$ cat config.mk
export PLATFORM = sky130hd
export DESIGN_NAME = csr_page_window
export DESIGN_NICKNAME = d
export VERILOG_FILES = /design/src/rtl/csr_page_pkg.sv /design/src/rtl/csr_page_reg.sv /design/src/rtl/csr_addr_route.sv /design/src/rtl/csr_read_return.sv /design/src/rtl/csr_page_window.sv
export SDC_FILE = /design/constraint.sdc
export NUM_CORES = 1
export LEC_CHECK = 0
export BUFFER_PORTS_ARGS = -buffer_cell sky130_fd_sc_hd__buf_2
export CAP_MARGIN = 10
export CORE_ASPECT_RATIO = 0.7
export CORE_MARGIN = 2
export CORE_UTILIZATION = 41
export CTS_BUF_LIST = sky130_fd_sc_hd__clkbuf_8
export CTS_CLUSTER_SIZE = 30
export DETAILED_ROUTE_END_ITERATION = 10
export MAX_ROUTING_LAYER = met4
export PLACE_DENSITY = 0.85
export SYNTH_ARGS = -nofsm -noshare
export SYNTH_HDL_FRONTEND = slang
export SYNTH_SLANG_ARGS = --single-unit
$ cat constraint.sdc
create_clock -name clk -period 3 [get_ports clk]
set_input_delay 0.3 -clock clk [delete_from_list [all_inputs] [get_ports clk]]
set_output_delay 0.3 -clock clk [all_outputs]
set_load 0.03 [all_outputs]
$ cat src/rtl/csr_page_pkg.sv
package csr_page_pkg;

    typedef enum logic [1:0] {
        TGT_NONE  = 2'd0,
        TGT_CTRL  = 2'd1,
        TGT_RFILE = 2'd2
    } tgt_e;

    // window pattern: both select bits set
    function automatic logic is_window(input logic [1:0] sel);
        return sel == 2'b11;
    endfunction

endpackage

$ cat src/rtl/csr_page_reg.sv
module csr_page_reg
    import csr_page_pkg::*;
#(
    parameter int DATA_W   = 32,
    parameter int PAGE_W   = 6,
    parameter int PAGE_LSB = 13
) (
    input  logic              clk,
    input  logic              rst,
    input  logic              wr_en,
    input  logic [DATA_W-1:0] wdata,
    output logic [DATA_W-1:0] ctrl_q,
    output logic [PAGE_W-1:0] page,
    output logic              en_host,
    output logic              en_link
);
    localparam logic [DATA_W-1:0] PAGE_MSK =
        {{(DATA_W-PAGE_W){1'b0}}, {PAGE_W{1'b1}}} << PAGE_LSB;
    localparam logic [DATA_W-1:0] KEEP_MSK = PAGE_MSK | DATA_W'(3);

    always_ff @(posedge clk) begin
        if (rst)
            ctrl_q <= '0;
        else if (wr_en)
            ctrl_q <= wdata & KEEP_MSK;
    end

    assign page    = ctrl_q[PAGE_LSB +: PAGE_W];
    assign en_host = ctrl_q[0];
    assign en_link = ctrl_q[1];
endmodule

$ cat src/rtl/csr_addr_route.sv
module csr_addr_route
    import csr_page_pkg::*;
#(
    parameter int PAGE_W   = 6,
    parameter int LOW_W    = 10,
    parameter int CTRL_OFS = 'h0008,
    parameter int RF_LIMIT = 'hE000
) (
    input  logic [PAGE_W+LOW_W-1:0] addr,
    input  logic [PAGE_W-1:0]       page,
    output tgt_e                    tgt,
    output logic [PAGE_W+LOW_W-1:0] eff
);
    localparam int ADDR_W = PAGE_W + LOW_W;

    logic win;

    always_comb begin
        win = is_window(addr[LOW_W +: 2]);
        eff = win ? {page, addr[LOW_W-1:0]} : addr;
        if (!win && addr == ADDR_W'(CTRL_OFS))
            tgt = TGT_CTRL;
        else if ({1'b0, eff} < (ADDR_W+1)'(RF_LIMIT))
            tgt = TGT_RFILE;
        else
            tgt = TGT_NONE;
    end
endmodule

$ cat src/rtl/csr_read_return.sv
module csr_read_return
    import csr_page_pkg::*;
#(
    parameter int DATA_W = 32
) (
    input  logic              clk,
    input  logic              rst,
    input  logic              rd_fire,
    input  tgt_e              tgt,
    input  logic [DATA_W-1:0] rf_rdata,
    input  logic [DATA_W-1:0] ctrl_q,
    output logic              rsp_valid,
    output logic [DATA_W-1:0] rsp_rdata
);
    logic [DATA_W-1:0] sel_data;

    always_comb begin
        unique case (tgt)
            TGT_CTRL:  sel_data = ctrl_q;
            TGT_RFILE: sel_data = rf_rdata;
            default:   sel_data = '0;
        endcase
    end

    always_ff @(posedge clk) begin
        if (rst) begin
            rsp_valid <= 1'b0;
            rsp_rdata <= '0;
        end else begin
            rsp_valid <= rd_fire;
            rsp_rdata <= rd_fire ? sel_data : '0;
        end
    end
endmodule

$ cat src/rtl/csr_page_window.sv
module csr_page_window
    import csr_page_pkg::*;
#(
    parameter int DATA_W   = 32,
    parameter int PAGE_W   = 6,
    parameter int LOW_W    = 10,
    parameter int PAGE_LSB = 13,
    parameter int CTRL_OFS = 'h0008,
    parameter int RF_LIMIT = 'hE000
) (
    input  logic                    clk,
    input  logic                    rst,
    input  logic                    req_valid,
    input  logic                    req_write,
    input  logic [PAGE_W+LOW_W-1:0] req_addr,
    input  logic [DATA_W-1:0]       req_wdata,
    output logic                    rsp_valid,
    output logic [DATA_W-1:0]       rsp_rdata,
    output logic [PAGE_W+LOW_W-1:0] rf_addr,
    output logic                    rf_wr,
    output logic                    rf_rd,
    output logic [DATA_W-1:0]       rf_wdata,
    input  logic [DATA_W-1:0]       rf_rdata,
    output logic                    host_pio_en,
    output logic                    link_pio_en
);
    localparam int ADDR_W = PAGE_W + LOW_W;

    logic [DATA_W-1:0] ctrl_q;
    logic [PAGE_W-1:0] page;
    logic [ADDR_W-1:0] eff;
    tgt_e              tgt;
    logic              ctrl_wr;
    logic              rd_fire;

    csr_addr_route #(
        .PAGE_W(PAGE_W), .LOW_W(LOW_W), .CTRL_OFS(CTRL_OFS), .RF_LIMIT(RF_LIMIT)
    ) u_route (
        .addr(req_addr), .page(page), .tgt(tgt), .eff(eff)
    );

    assign ctrl_wr = req_valid && req_write && (tgt == TGT_CTRL);
    assign rd_fire = req_valid && !req_write;

    csr_page_reg #(
        .DATA_W(DATA_W), .PAGE_W(PAGE_W), .PAGE_LSB(PAGE_LSB)
    ) u_ctrl (
        .clk(clk), .rst(rst), .wr_en(ctrl_wr), .wdata(req_wdata),
        .ctrl_q(ctrl_q), .page(page), .en_host(host_pio_en), .en_link(link_pio_en)
    );

    always_comb begin
        rf_wr    = req_valid && req_write  && (tgt == TGT_RFILE);
        rf_rd    = req_valid && !req_write && (tgt == TGT_RFILE);
        rf_addr  = (tgt == TGT_RFILE) ? eff : '0;
        rf_wdata = req_wdata;
    end

    csr_read_return #(.DATA_W(DATA_W)) u_rsp (
        .clk(clk), .rst(rst), .rd_fire(rd_fire), .tgt(tgt),
        .rf_rdata(rf_rdata), .ctrl_q(ctrl_q),
        .rsp_valid(rsp_valid), .rsp_rdata(rsp_rdata)
    );
endmodule

## After elaboration in Yosys (flattened, before gate mapping)

Index checks and enable logic that the tools add are counted.

| cells by class | value |
|---|---|
| add/subtract/negate cells | 0 |
| multipliers | 0 |
| divide/modulo/power cells | 0 |
| magnitude comparators | 1 |
| equality and inequality tests | 4 |
| shift operators | 0 |
| multiplexer cells | 5 |
| bitwise gates (word level) | 1 |
| reductions and logical operators | 9 |

Operator list:

| cell | number |
|---|---|
| $pmux W32 S2 | 1 |
| $mux W16 | 2 |
| $eq A16 B4 Y1 const B | 1 |
| $lt A16 B16 Y1 const B | 1 |
| $logic_and A1 B1 Y1 | 6 |
| $eq A2 B2 Y1 const B | 2 |
| $mux W2 | 2 |
| $eq A2 B1 Y1 const B | 1 |
| $logic_not A1 Y1 | 2 |
| $reduce_or A2 Y1 | 1 |
| $not A1 Y1 | 1 |

| word-level totals | value |
|---|---|
| flip-flop bits (word level) | 41 |
| latch bits | 0 |
| memory bits (writable) | 0 |
| ROM bits | 0 |
| bits of input ports | 84 |
| output and inout bits | 85 |
| word-level logic and storage cells | 23 |
| memories kept | 0 |

## Logic depth before layout (Yosys ltp)

Gate-level depths: netlist of the first run.

| depth | value |
|---|---|
| depth after elaboration | 7 |
| gate-level depth with buffers | 7 |
| gate-level depth less buffers | 4 |

## Modules after synthesis

Synthesis of the first run repeated with hierarchy kept, for this count alone.

| second synthesis, totals | value |
|---|---|
| cells, all modules | 254 |
| area total of the unflattened synthesis | 2343.5 µm² |

By module, submodules not included:

| module | times used | cells each | area an instance (µm²) | sequential area each (µm²) |
|---|---|---|---|---|
| csr_read_return | 1 | 113 | 1147.4 | 660.6 |
| csr_page_reg | 1 | 59 | 529.3 | 160.2 |
| csr_page_window | 1 | 54 | 451.7 | 0.0 |
| csr_addr_route | 1 | 28 | 215.2 | 0.0 |

## Worst setup path after synthesis of the first run

No wires, ideal clock.

| timing path | value |
|---|---|
| path kind | input to output |
| start point | in req_addr[11] |
| end point | out rf_rd |
| data arrival time | 1.791 ns |
| required time | 2.700 ns |
| setup slack | 0.909 ns |
| stages on the path | 6 |
| path buffers | 2 |
| cells stage by stage | buf_2 nand2_2 mux2_4 buf_2 nand2_1 nor3b_1 |

| between the ends | value |
|---|---|
| longest elaborated chain between the ends | 7 |
| elaborated cells between the ends (all ways) | 10 |
| classes of those cells | order compare: 1; eq/ne: 3; mux: 3; reduce/logical: 3 |

Ends and longest elaborated chain:

| element | RTL line | text |
|---|---|---|
| start: declaration | csr_page_window.sv:15 | `input logic [PAGE_W+LOW_W-1:0] req_addr,` |
| $eq A2 B2 Y1 | csr_page_pkg.sv:11 | `return sel == 2'b11;` |
| $mux W16 | csr_addr_route.sv:20 | `eff = win ? {page, addr[LOW_W-1:0]} : addr;` |
| $lt A16 B16 Y1 | csr_addr_route.sv:23 | `else if ({1'b0, eff} < (ADDR_W+1)'(RF_LIMIT))` |
| $mux W2 | csr_addr_route.sv:23 |  |
| $mux W2 (*) | csr_addr_route.sv:21 | `if (!win && addr == ADDR_W'(CTRL_OFS))` |
| $eq A2 B2 Y1 (*) | csr_page_window.sv:54 | `rf_rd = req_valid && !req_write && (tgt == TGT_RFILE);` |
| $logic_and A1 B1 Y1 (*) | csr_page_window.sv:54 |  |
| end: declaration | csr_page_window.sv:21 | `output logic rf_rd,` |

Every way passes the cells marked *; elsewhere a longest branch is shown, timed or not.

## Worst setup path after layout of the first run

| timing path | value |
|---|---|
| start point | reg u_ctrl.ctrl_q[16] |
| end point | out rf_addr[10] |

| between the ends | value |
|---|---|
| longest elaborated chain between the ends | 6 |

Ends and longest elaborated chain:

| element | RTL line | text |
|---|---|---|
| start: declaration | csr_page_reg.sv:12 | `output logic [DATA_W-1:0] ctrl_q,` |
| start signal: assignment | csr_page_reg.sv:25 | `ctrl_q <= wdata & KEEP_MSK;` |
| $mux W16 | csr_addr_route.sv:20 |  |
| $lt A16 B16 Y1 | csr_addr_route.sv:23 |  |
| $mux W2 | csr_addr_route.sv:23 |  |
| $mux W2 | csr_addr_route.sv:21 |  |
| $eq A2 B2 Y1 | csr_page_window.sv:55 | `rf_addr = (tgt == TGT_RFILE) ? eff : '0;` |
| $mux W16 | csr_page_window.sv:55 |  |
| end: declaration | csr_page_window.sv:19 | `output logic [PAGE_W+LOW_W-1:0] rf_addr,` |

Every way passes these cells.

==> key figures, run 1 <==
Outcome
  – Status: completed

Drt
  – Final antenna-violating net count: 0
  – Total Wirelength: 4260 µm
  – Routed len/inst: 12.4 µm
  – Vias/cell: 4.62
  – # DRC: 0
  – DR vias: 1580
  – DR iter-0 viols: 71
  – Drt pass-1 iters: 4

Timing
  – Hold Vio Cnt, Final: 0
  – Max_slew headroom: 0.766
  – Setup_tns: 0 ns
  – RSZ-0062 raised after global routing: false
  – Final setup vio count: 0
  – Fin crit period: 1.97 ns
  – Setup WS post-layout: 1.03 ns
  – WHS: 0.208 ns
  – Slew Limit Fails: 0
  – Worst Tran Pin Value: 0.348 ns
  – FMAX: 506 MHz
  – Worst clock skew: 0.00217 ns
  – Fin crit share: 0.658

CTS
  – CTS tree: yes
  – H-tree depth: 2
  – Root buffer cell: clkbuf_8
  – Total CTS buffers: 5
  – CTS Hold Bufs: 0
  – CTS max path bufs: 2
  – Clock Sinks: 41
  – Setup bufs post-CTS: 0
  – Clock slew at reported path FFs: 0.08 ns
  – Post-CTS sizing: 0
  – Clock Latency Late Sink: 0.28 ns

Flow run
  – Max_cap viols: 0

Global routing
  – Initial antenna violation count: 0
  – First-pass GRT wire length: 6280 µm
  – Number of global-route vias before repair: 1321
  – Largest net degree at the start of global routing: 25
  – Gr usage total: 0.164
  – Grt ovf: 0

Cells and area
  – N_diodes: 0
  – Commonest non-fill, non-tap cell in the layout: buf_2
  – Area added between synthesis and finish: 26.5%
  – Most frequent cells in the layout: buf_2, dfxtp_1, and2_1
  – Layout cells sized above 1: 0.474
  – Layout Nets: 370

Floorplan
  – Num rows: 20
  – Initial core utilization: 0.427
  – IO Pins: 169
  – Core Area: 4330 µm²
  – Die height: 60.2 µm
  – Die Width: 84.3 µm
  – Die area: 5070 µm²

Synthesis
  – Unique cell type count in the Yosys netlist: 29
  – Sequential share of the synthesized area: 0.444
  – XOR/XNOR share of the synthesized area: 0
  – Syn. warnings: 0
  – Count of state elements after synthesis: 41
  – Post-synthesis cell count: 200
  – Cell Area, Synth: 1850 µm²
  – Post-synthesis mux area share: 0.0514
  – Synth Area in Adders: 0
  – Simple-Gate Fraction of Synth Area: 0.300
  – Syn nets: 284
  – Compound-gate portion of the synthesized area: 0.0352
  – Largest family of logic cells by synthesized area: simple AND/OR/NAND/NOR gates
  – Syn Area/Cell: 9.25 µm²

Setup path
  – Critical path capture point type: output port
  – CP Data Arrival Time: 1.67 ns
  – Worst path max stage delay: 0.35 ns
  – Slowest stage cell, crit path: dfxtp_1
  – Setup CP Type: reg2out
  – Worst path cell trace: nand3_1 > mux2_4 > nand2_1 > nor3_1 > buf_2
  – Delay-heaviest family, CP: simple AND/OR/NAND/NOR gates
  – Crit path launch type: flip-flop
  – Buf/Inv on CP: 1
  – CP Data Required Time: 2.70 ns
  – Max Fanout on Critical Path: 20

Worst hold path
  – Worst Hold Class: in2reg

Placement
  – Post-place setup slack: 1.05 ns
  – I/O Buffers: 120
  – DP HPWL: 3350 µm
  – GP Congestion: 0.868

Pwr
  – Leakage: 0.00121 µW
  – Pwr Total: 1210 µW
  – Maximum VDD drop: 0.313 mV
  – Pwr/cell area: 516 nW/µm²
layer usage:
| metal | part of all wire | track usage |
|---|---|---|
| met1 | 0.44 | 0.204 |
| met2 | 0.43 | 0.240 |
| met4 | 0.013 | 0.0599 |
| met5 | 0 | - |
| met3 | 0.12 | 0.0691 |
cells by family after synthesis:
group,after synthesis
buf+inv,44
compound gates,13
flops,41
simple gates,93
mux,9
layout make-up:
class	count	area [µm²]
Clock buffer	6	82.6
Clock inverter	2	37.5
Fill cell	402	1990
Inverter	2	7.51
Multi-Input combinational cell	115	714
Sequential cell	41	821
Tap cell	55	68.8
Timing Repair Buffer	121	608
sequential cells by signal, summed over array words and instances (netlist names):
| signal | flops |
|---|---|
| u_rsp.rsp_rdata | 32 |
| u_ctrl.ctrl_q | 8 |
| u_rsp.rsp_valid | 1 |
per-stage QoR:
step                      area (µm²)  cells  utilization
after floorplan                 1850    200            -
after global placement          2220    334        0.513
after detailed placement        2220    334        0.513
after CTS                       2340    342        0.540
after global routing            2340    342        0.540
final                           2340    342        0.540
worst paths after layout:
check	startpoint	to	slack (ns)	depth (start not counted)
worst max register to register	u_ctrl.ctrl_q[16]	u_rsp.rsp_rdata[7]	1.61	4
worst min-delay path	rf_rdata[28]	u_rsp.rsp_rdata[28]	0.21	2
worst max-delay path	u_ctrl.ctrl_q[16]	rf_addr[10]	1.03	5
worst min register to register	u_ctrl.ctrl_q[1]	u_rsp.rsp_rdata[1]	0.49	2
power breakdown:
group | total, µW | internal (µW) | switching (µW) | leakage (µW)
clock | 457 | 270 | 187 | 0.0000574
combinational | 192 | 71.5 | 120 | 0.000815
sequential | 558 | 555 | 2.19 | 0.000333
Yosys cell counts:
library cell	count	area (µm²)
buf_6	3	33.8
a21oi_1	12	60.1
nor4_1	2	12.5
buf_4	32	240
nor3_1	1	5.00
nor2_1	2	7.51
nor2b_1	1	6.26
mux2i_1	8	80.1
o21ai_0	1	5.00
mux2_4	1	15.0
and3_4	1	11.3
and2_1	24	150
nand4_1	1	6.26
nand2b_1	16	100
nor4_2	1	12.5
clkbuf_1	2	7.51
nand3_1	14	70.1
and3_1	10	62.6
and4_1	1	8.76
or3b_1	1	8.76
nor4b_2	1	15.0
nor2_4	1	11.3
nor3b_1	1	7.51
nand2_2	1	6.26
nand2_1	14	52.6
inv_2	1	3.75
dfxtp_1	41	821
buf_2	5	25.0
inv_1	1	3.75
Power figures use the tool's default switching activity.
==> run 2, diff against run 1 <==
ABC_AREA = 1   (was default)
CORE_UTILIZATION = 35   (was 41)
PLACE_DENSITY = 0.76   (was 0.85)
clock period = 1.7 ns   (was 3 ns; I/O delays follow)
==> key figures, run 2 <==
Outcome
  – Status: completed (unchanged)

Drt
  – DR vias: 1892 (was 1580)
  – Drt pass-1 iters: 4 (unchanged)
  – Final antenna-violating net count: 0 (unchanged)
  – DR iter-0 viols: 70 (was 71)
  – Vias/cell: 4.40 (was 4.62)
  – Routed len/inst: 11.4 µm (was 12.4 µm)
  – # DRC: 0 (unchanged)
  – Total Wirelength: 4910 µm (was 4260 µm)

Synthesis
  – Syn Area/Cell: 7.37 µm² (was 9.25 µm²)
  – Syn nets: 347 (was 284)
  – Post-synth EDFFs: 0 (unchanged)
  – Cell Area, Synth: 1940 µm² (was 1850 µm²)
  – Top cells by area, synth: dfxtp_1, buf_4, nor2_1 (was dfxtp_1, buf_4, and2_1)
  – Synth top area share: 0.423 (was 0.444)
  – Unique cell type count in the Yosys netlist: 16 (was 29)
  – Largest family of logic cells by synthesized area: simple AND/OR/NAND/NOR gates (unchanged)
  – Count of state elements after synthesis: 41 (unchanged)
  – Count leader, synth: nor2_1 (was dfxtp_1)
  – XOR/XNOR share of the synthesized area: 0 (unchanged)
  – Syn. warnings: 0 (unchanged)
  – Post-synthesis mux area share: 0 (was 0.0514)
  – Synth Area in Adders: 0 (unchanged)
  – Ys flop type: dfxtp_1 (unchanged)
  – Yosys top cell by area: dfxtp_1 (unchanged)
  – Compound-gate portion of the synthesized area: 0.0362 (was 0.0352)
  – Post-synth top cells: nor2_1, nand2_1, dfxtp_1 (was dfxtp_1, buf_4, and2_1)
  – Sequential share of the synthesized area: 0.423 (was 0.444)
  – Post-synthesis cell count: 263 (was 200)
  – Simple-Gate Fraction of Synth Area: 0.325 (was 0.300)
  – Async set-or-reset flop fraction in the synthesized netlist: 0 (unchanged)

Pwr
  – Logic gate share of total power: 0.171 (was 0.159)
  – Clock group share of total power: 0.367 (was 0.379)
  – Switching Share: 0.259 (was 0.256)
  – NetSw: 551 µW (was 309 µW)
  – Sequential cell fraction of total power: 0.462 (about the same)
  – Internal Pwr Total: 1580 µW (was 897 µW)
  – Maximum VDD drop: 0.401 mV (was 0.313 mV)
  – Leakage: 0.00142 µW (was 0.00121 µW)
  – Pwr/cell area: 846 nW/µm² (was 516 nW/µm²)

Global routing
  – Grt ovf: 0 (unchanged)
  – Gr usage total: 0.150 (was 0.164)
  – Initial antenna violation count: 0 (unchanged)
  – Number of global-route vias before repair: 1591 (was 1321)
  – Largest net degree at the start of global routing: 27 (was 25)
  – First-pass GRT wire length: 7110 µm (was 6280 µm)

Placement
  – Cells after DPL: 419 (was 334)
  – Placed Area: 2340 µm² (was 2220 µm²)
  – DP HPWL: 3810 µm (was 3350 µm)
  – GP Congestion: 0.805 (was 0.868)
  – I/O Buffers: 120 (unchanged)

Cells and area
  – Most frequent cells in the layout: buf_2, nor2_1, nand2_1 (was buf_2, dfxtp_1, and2_1)
  – Layout Nets: 441 (was 370)
  – Design Area, Final: 2520 µm² (was 2340 µm²)
  – Layout cells sized above 1: 0.413 (was 0.474)
  – Final core occ: 0.477 (was 0.540)
  – Largest regs: u_rsp.rsp_rdata (32), u_ctrl.ctrl_q (8), u_rsp.rsp_valid (1) (unchanged)
  – Biggest register: u_rsp.rsp_rdata (unchanged)
  – Fin cells: 430 (was 342)
  – N_diodes: 0 (unchanged)
  – Fill cells: 542 (was 402)
  – Area added between synthesis and finish: 30.0% (was 26.5%)
  – Commonest non-fill, non-tap cell in the layout: buf_2 (unchanged)
  – Number of flip-flops in the largest register: 32 (unchanged)

Timing
  – Setup_tns: 0 ns (unchanged)
  – WHS: 0.106 ns (was 0.208 ns)
  – Slew Limit Fails: 0 (unchanged)
  – FMAX: 610 MHz
  – Hold Vio Cnt, Final: 0 (unchanged)
  – Fin crit share: 0.964
  – RSZ-0062 raised after global routing: true (was false)
  – Final setup vio count: 0 (unchanged)
  – Max_slew headroom: 0.813 (was 0.766)
  – Fin crit period: 1.64 ns
  – Worst Tran Pin Value: 0.280 ns (was 0.348 ns)
  – Worst clock skew: 0.00793 ns (was 0.00217 ns)

Setup path
  – Critical path capture point type: output port (unchanged)
  – Slowest stage cell, crit path: dfxtp_1 (unchanged)
  – Worst path cell trace: nand3_1 > nand2_1 > nand3_4 > nand2_2 > nor2_1 > buf_2 (was nand3_1 > mux2_4 > nand2_1 > nor3_1 > buf_2)
  – Buf/Inv on CP: 1 (unchanged)
  – Max Fanout on Critical Path: 6 (was 20)
  – Worst path max stage delay: 0.38 ns (was 0.35 ns)
  – Delay-heaviest family, CP: simple AND/OR/NAND/NOR gates (unchanged)
  – Crit. path cell count: 6 (was 5)
  – CP Data Arrival Time: 1.47 ns (was 1.67 ns)
  – Register-to-Register Path Depth: 7 (was 4)
  – Reg-to-reg startpoint: u_ctrl.ctrl_q[17] (was u_ctrl.ctrl_q[16])
  – CP startpoint: u_ctrl.ctrl_q[17] (was u_ctrl.ctrl_q[16])
  – Setup CP Type: reg2out (unchanged)
  – CP Data Required Time: 1.53 ns (was 2.70 ns)
  – Crit path launch type: flip-flop (unchanged)

Floorplan
  – Num rows: 22 (was 20)
  – Die Width: 92.9 µm (was 84.3 µm)
  – IO Pins: 169 (unchanged)
  – Initial core utilization: 0.367 (was 0.427)
  – Die height: 66.3 µm (was 60.2 µm)
  – Core Area: 5290 µm² (was 4330 µm²)
  – Die area: 6160 µm² (was 5070 µm²)

CTS
  – Root buffer cell: clkbuf_8 (unchanged)
  – Clock Latency Late Sink: 0.29 ns (was 0.28 ns)
  – Total CTS buffers: 5 (unchanged)
  – CTS tree: yes (unchanged)
  – Clock Sinks: 41 (unchanged)
  – Clock slew at reported path FFs: 0.08 ns (about the same)
  – CTS max path bufs: 2 (unchanged)
  – H-tree depth: 2 (unchanged)
  – CTS Hold Bufs: 0 (unchanged)

Flow run
  – Max_cap viols: 0 (unchanged)

Worst hold path
  – Worst Hold Class: in2reg (unchanged)
  – Origin of the worst min-delay path: rf_rdata[30] (was rf_rdata[28])
  – Hold Crit Depth: 3 (was 2)
[run 2: cell types whose count changed after synthesis, moves of 3 or more]
| cell | before | now |
|---|---|---|
| and3_1 | 10 | 0 |
| mux2i_1 | 8 | 0 |
| nor2_1 | 2 | 59 |
| nand2b_1 | 16 | 0 |
| nand2_1 | 14 | 52 |
| and2_1 | 24 | 0 |
| inv_1 | 1 | 21 |
| buf_6 | 3 | 6 |
| nand3_1 | 14 | 22 |
[run 2: final cells by class]
class                   count  area [µm²]  share of cell area
inverters                  21        78.8              0.0313
clock buffers               6        82.6              0.0328
clock inverters             2        33.8              0.0134
multi-input cells         160         743               0.295
flip-flops and latches     41         821               0.326
well taps                  72        90.1              0.0357
repair buffers            128         671               0.266
[run 2: per-stage QoR]
| step | setup WS (ns) | power (µW) |
|---|---|---|
| 6_report | 0.0609 | 2130 |
| 3_3_place_gp | 0.199 | 1360 |
| 2_1_floorplan | 0.0335 | 1340 |
| 4_1_cts | 0.0344 | 2160 |
| 5_1_grt | -0.0163 | 2240 |
| 3_5_place_dp | 0.0911 | 1360 |
[run 2: power groups by stage]
stage	logic, µW	clock network [µW]	registers (µW)
6_report	364	782	986
5_1_grt	393	859	988
4_1_cts	356	816	986
3_5_place_dp	355	0	1010
3_3_place_gp	351	0	1010
2_1_floorplan	290	0	1050
[run 2: routing by layer]
metal  global-route usage  wire, µm  vias up
li1                     -         -      962
met1                0.172      2200      826
met2                0.246      2090       99
met3               0.0650       597        5
met4               0.0349        25        0
met5                    -         0        -
[run 2: path summary, 6_finish.rpt]
path,endpoint,slack (ns)
worst max-delay path,rf_addr[4],0.06
worst min-delay path,u_rsp.rsp_rdata[30],0.11
worst max register to register,u_rsp.rsp_rdata[19],0.28
worst min register to register,u_rsp.rsp_rdata[14],0.49
[run 2: repair_timing]
| action | 4_1_cts | 5_1_grt |
|---|---|---|
| resized for setup | 1 | 10 |
| cloned | 0 | 2 |
| endpoints found under the setup margin | 16 | 16 |
| buffers inserted | 0 | 1 |
| pin swaps | 0 | 3 |
[run 2: cells by family (layout without fill, tap and decap cells)]
group,count (synthesis),in the layout
buf+inv,64,157
flops,41,41
simple gates,144,146
compound gates,14,14
[run 2: worst register-to-register path: stages, from the launching register on]
cell	delay [ns]
dfxtp_1	0.38
nand3_1	0.11
nand2_1	0.13
nand3_4	0.17
nand2_2	0.18
buf_4	0.13
buf_4	0.17
nor2_1	0.07
==> run 3, diff against run 2 <==
PLACE_DENSITY = 0.78   (was 0.76)
==> key figures, run 3 (same netlist as run 2, synthesis figures left out) <==
Outcome
  – Status: completed (unchanged)

Timing
  – Final setup vio count: 0 (unchanged)
  – Worst Tran Pin Value: 0.277 ns (was 0.280 ns)
  – Slew Limit Fails: 0 (unchanged)
  – Fin crit period: 1.64 ns (about the same)
  – FMAX: 610 MHz (about the same)
  – WHS: 0.0990 ns (was 0.106 ns)
  – Setup WS post-layout: 0.0614 ns (was 0.0609 ns)
  – Worst clock skew: 0.00780 ns (was 0.00793 ns)
  – Max_slew headroom: 0.815 (was 0.813)
  – Hold Vio Cnt, Final: 0 (unchanged)
  – Fin crit share: 0.964 (about the same)

Placement
  – GP Congestion: 0.814 (was 0.805)
  – DP HPWL: 3770 µm (was 3810 µm)
  – I/O Buffers: 120 (unchanged)
  – Post-place setup slack: 0.0919 ns (was 0.0911 ns)

Setup path
  – Worst reg-to-reg setup slack: 0.39 ns (was 0.28 ns)
  – Reg-to-reg startpoint: u_ctrl.ctrl_q[16] (was u_ctrl.ctrl_q[17])
  – Register-to-Register Path Depth: 6 (was 7)
  – Buf/Inv on CP: 1 (unchanged)
  – Worst path cell trace: nand3_1 > nand2_1 > nand3_4 > nand2_8 > nor3_1 > buf_2 (was nand3_1 > nand2_1 > nand3_4 > nand2_2 > nor2_1 > buf_2)
  – Crit path launch type: flip-flop (unchanged)
  – CP Data Arrival Time: 1.47 ns (about the same)
  – Crit. path cell count: 6 (unchanged)
  – CP startpoint: u_ctrl.ctrl_q[16] (was u_ctrl.ctrl_q[17])
  – Delay-heaviest family, CP: simple AND/OR/NAND/NOR gates (unchanged)
  – Crit path to: rf_rd (was rf_addr[4])
  – Critical path capture point type: output port (unchanged)
  – Worst path max stage delay: 0.33 ns (was 0.38 ns)
  – Slowest stage cell, crit path: dfxtp_1 (unchanged)
  – R2r endpoint: u_rsp.rsp_rdata[7] (was u_rsp.rsp_rdata[19])
  – Max Fanout on Critical Path: 9 (was 6)
  – CP Data Required Time: 1.53 ns (about the same)
  – Setup CP Type: reg2out (unchanged)

Drt
  – DR vias: 1872 (was 1892)
  – Total Wirelength: 4840 µm (was 4910 µm)
  – Drt pass-1 iters: 4 (unchanged)
  – Final antenna-violating net count: 0 (unchanged)
  – # DRC: 0 (unchanged)
  – Vias/cell: 4.36 (was 4.40)
  – Routed len/inst: 11.3 µm (was 11.4 µm)
  – DR iter-0 viols: 71 (was 70)

Cells and area
  – Layout Nets: 440 (was 441)
  – Area added between synthesis and finish: 29.4% (was 30.0%)
  – Largest regs: u_rsp.rsp_rdata (32), u_ctrl.ctrl_q (8), u_rsp.rsp_valid (1) (unchanged)
  – Layout cells sized above 1: 0.417 (was 0.413)
  – Final core occ: 0.475 (was 0.477)
  – Fill cells: 561 (was 542)
  – Most frequent cells in the layout: buf_2, nor2_1, nand2_1 (unchanged)
  – Biggest register: u_rsp.rsp_rdata (unchanged)
  – Sequential cell area: 822 µm² (was 821 µm²)
  – N_diodes: 0 (unchanged)
  – Area of the multi-input gates: 737 µm² (was 743 µm²)
  – Commonest non-fill, non-tap cell in the layout: buf_2 (unchanged)
  – Number of flip-flops in the largest register: 32 (unchanged)

CTS
  – Clock Sinks: 41 (unchanged)
  – CTS tree: yes (unchanged)
  – Root buffer cell: clkbuf_8 (unchanged)
  – Clock slew at reported path FFs: 0.08 ns (about the same)
  – CTS max path bufs: 2 (unchanged)
  – Clock Latency Late Sink: 0.29 ns (about the same)
  – H-tree depth: 2 (unchanged)
  – Total CTS buffers: 5 (unchanged)

Floorplan
  – Die height: 66.3 µm (unchanged)
  – Num rows: 22 (unchanged)
  – Initial core utilization: 0.367 (unchanged)
  – IO Pins: 169 (unchanged)
  – Die Width: 92.9 µm (unchanged)
  – Die area: 6160 µm² (unchanged)
  – Core Area: 5290 µm² (unchanged)

Pwr
  – Leakage: 0.00141 µW (was 0.00142 µW)
  – Pwr Total: 2130 µW (about the same)
  – Pwr/cell area: 850 nW/µm² (was 846 nW/µm²)
  – Maximum VDD drop: 0.464 mV (was 0.401 mV)

Flow run
  – Max_cap viols: 0 (unchanged)

Global routing
  – Gr usage total: 0.149 (was 0.150)
  – Largest net degree at the start of global routing: 19 (was 27)
  – First-pass GRT wire length: 7020 µm (was 7110 µm)
  – Initial antenna violation count: 0 (unchanged)
  – Number of global-route vias before repair: 1591 (unchanged)
  – Grt ovf: 0 (unchanged)

Worst hold path
  – Worst Hold Class: in2reg (unchanged)
==> run 3: worst min-delay path: cells and delay by family <==
kind	cells	cell delay (ns)
buffers and inverters	1	0.09
and+or+nand+nor	2	0.08
==> run 3: how the worst min path moves through the flow <==
stage	startpoint	end	slack, ns	cells after the start
2_1_floorplan	rf_rdata[5]	u_rsp.rsp_rdata[5]	0.30	2
3_3_place_gp	req_wdata[12]	rf_wdata[12]	0.34	0
3_5_place_dp	req_wdata[12]	rf_wdata[12]	0.34	0
4_1_cts	rf_rdata[29]	u_rsp.rsp_rdata[29]	0.09	3
5_1_grt	rf_rdata[25]	u_rsp.rsp_rdata[25]	0.08	3
6_report	rf_rdata[29]	u_rsp.rsp_rdata[29]	0.1	3
==> run 3: per-stage QoR <==
stage / TNS (ns) / instances / instance area (µm²)
after floorplan: 0 / 263 / 1940
after global placement: 0 / 420 / 2350
after detailed placement: 0 / 420 / 2350
after CTS: 0 / 428 / 2470
after global routing: -0.0864 / 429 / 2510
final: 0 / 429 / 2510
==> run 3: report_power, final <==
part           switching [µW]  internal (µW)  total [µW]
clock                     345            440         785
combinational             236            126         362
sequential               4.72            981         986
total                     586           1550        2130
==> run 3: layout make-up <==
class | count | area share
sequential | 41 | 0.328
clock buffer | 5 | 0.0274
inverter | 21 | 0.0314
tap | 72 | 0.0359
clock inverter | 3 | 0.0185
multi-input combinational | 159 | 0.294
timing repair buffer | 128 | 0.265
==> run 3: layer usage <==
layer  vias to the layer above  wire [µm]  part of all wire  GRT usage
met1                       806       2160              0.45      0.172
met2                       104       2160              0.45      0.247
met3                         4        505              0.10     0.0593
li1                        958          -                 -          -
met4                         0         14            0.0029     0.0313
met5                         -          0                 0          -
==> run 3: timing repair <==
| action | CTS | global route |
|---|---|---|
| buffers inserted | 0 | 0 |
| hold buffers | 0 | 0 |
| pin swaps | 0 | 1 |
| endpoints found under the setup margin | 16 | 16 |
| gates resized for setup | 1 | 8 |
| gates cloned | 0 | 1 |
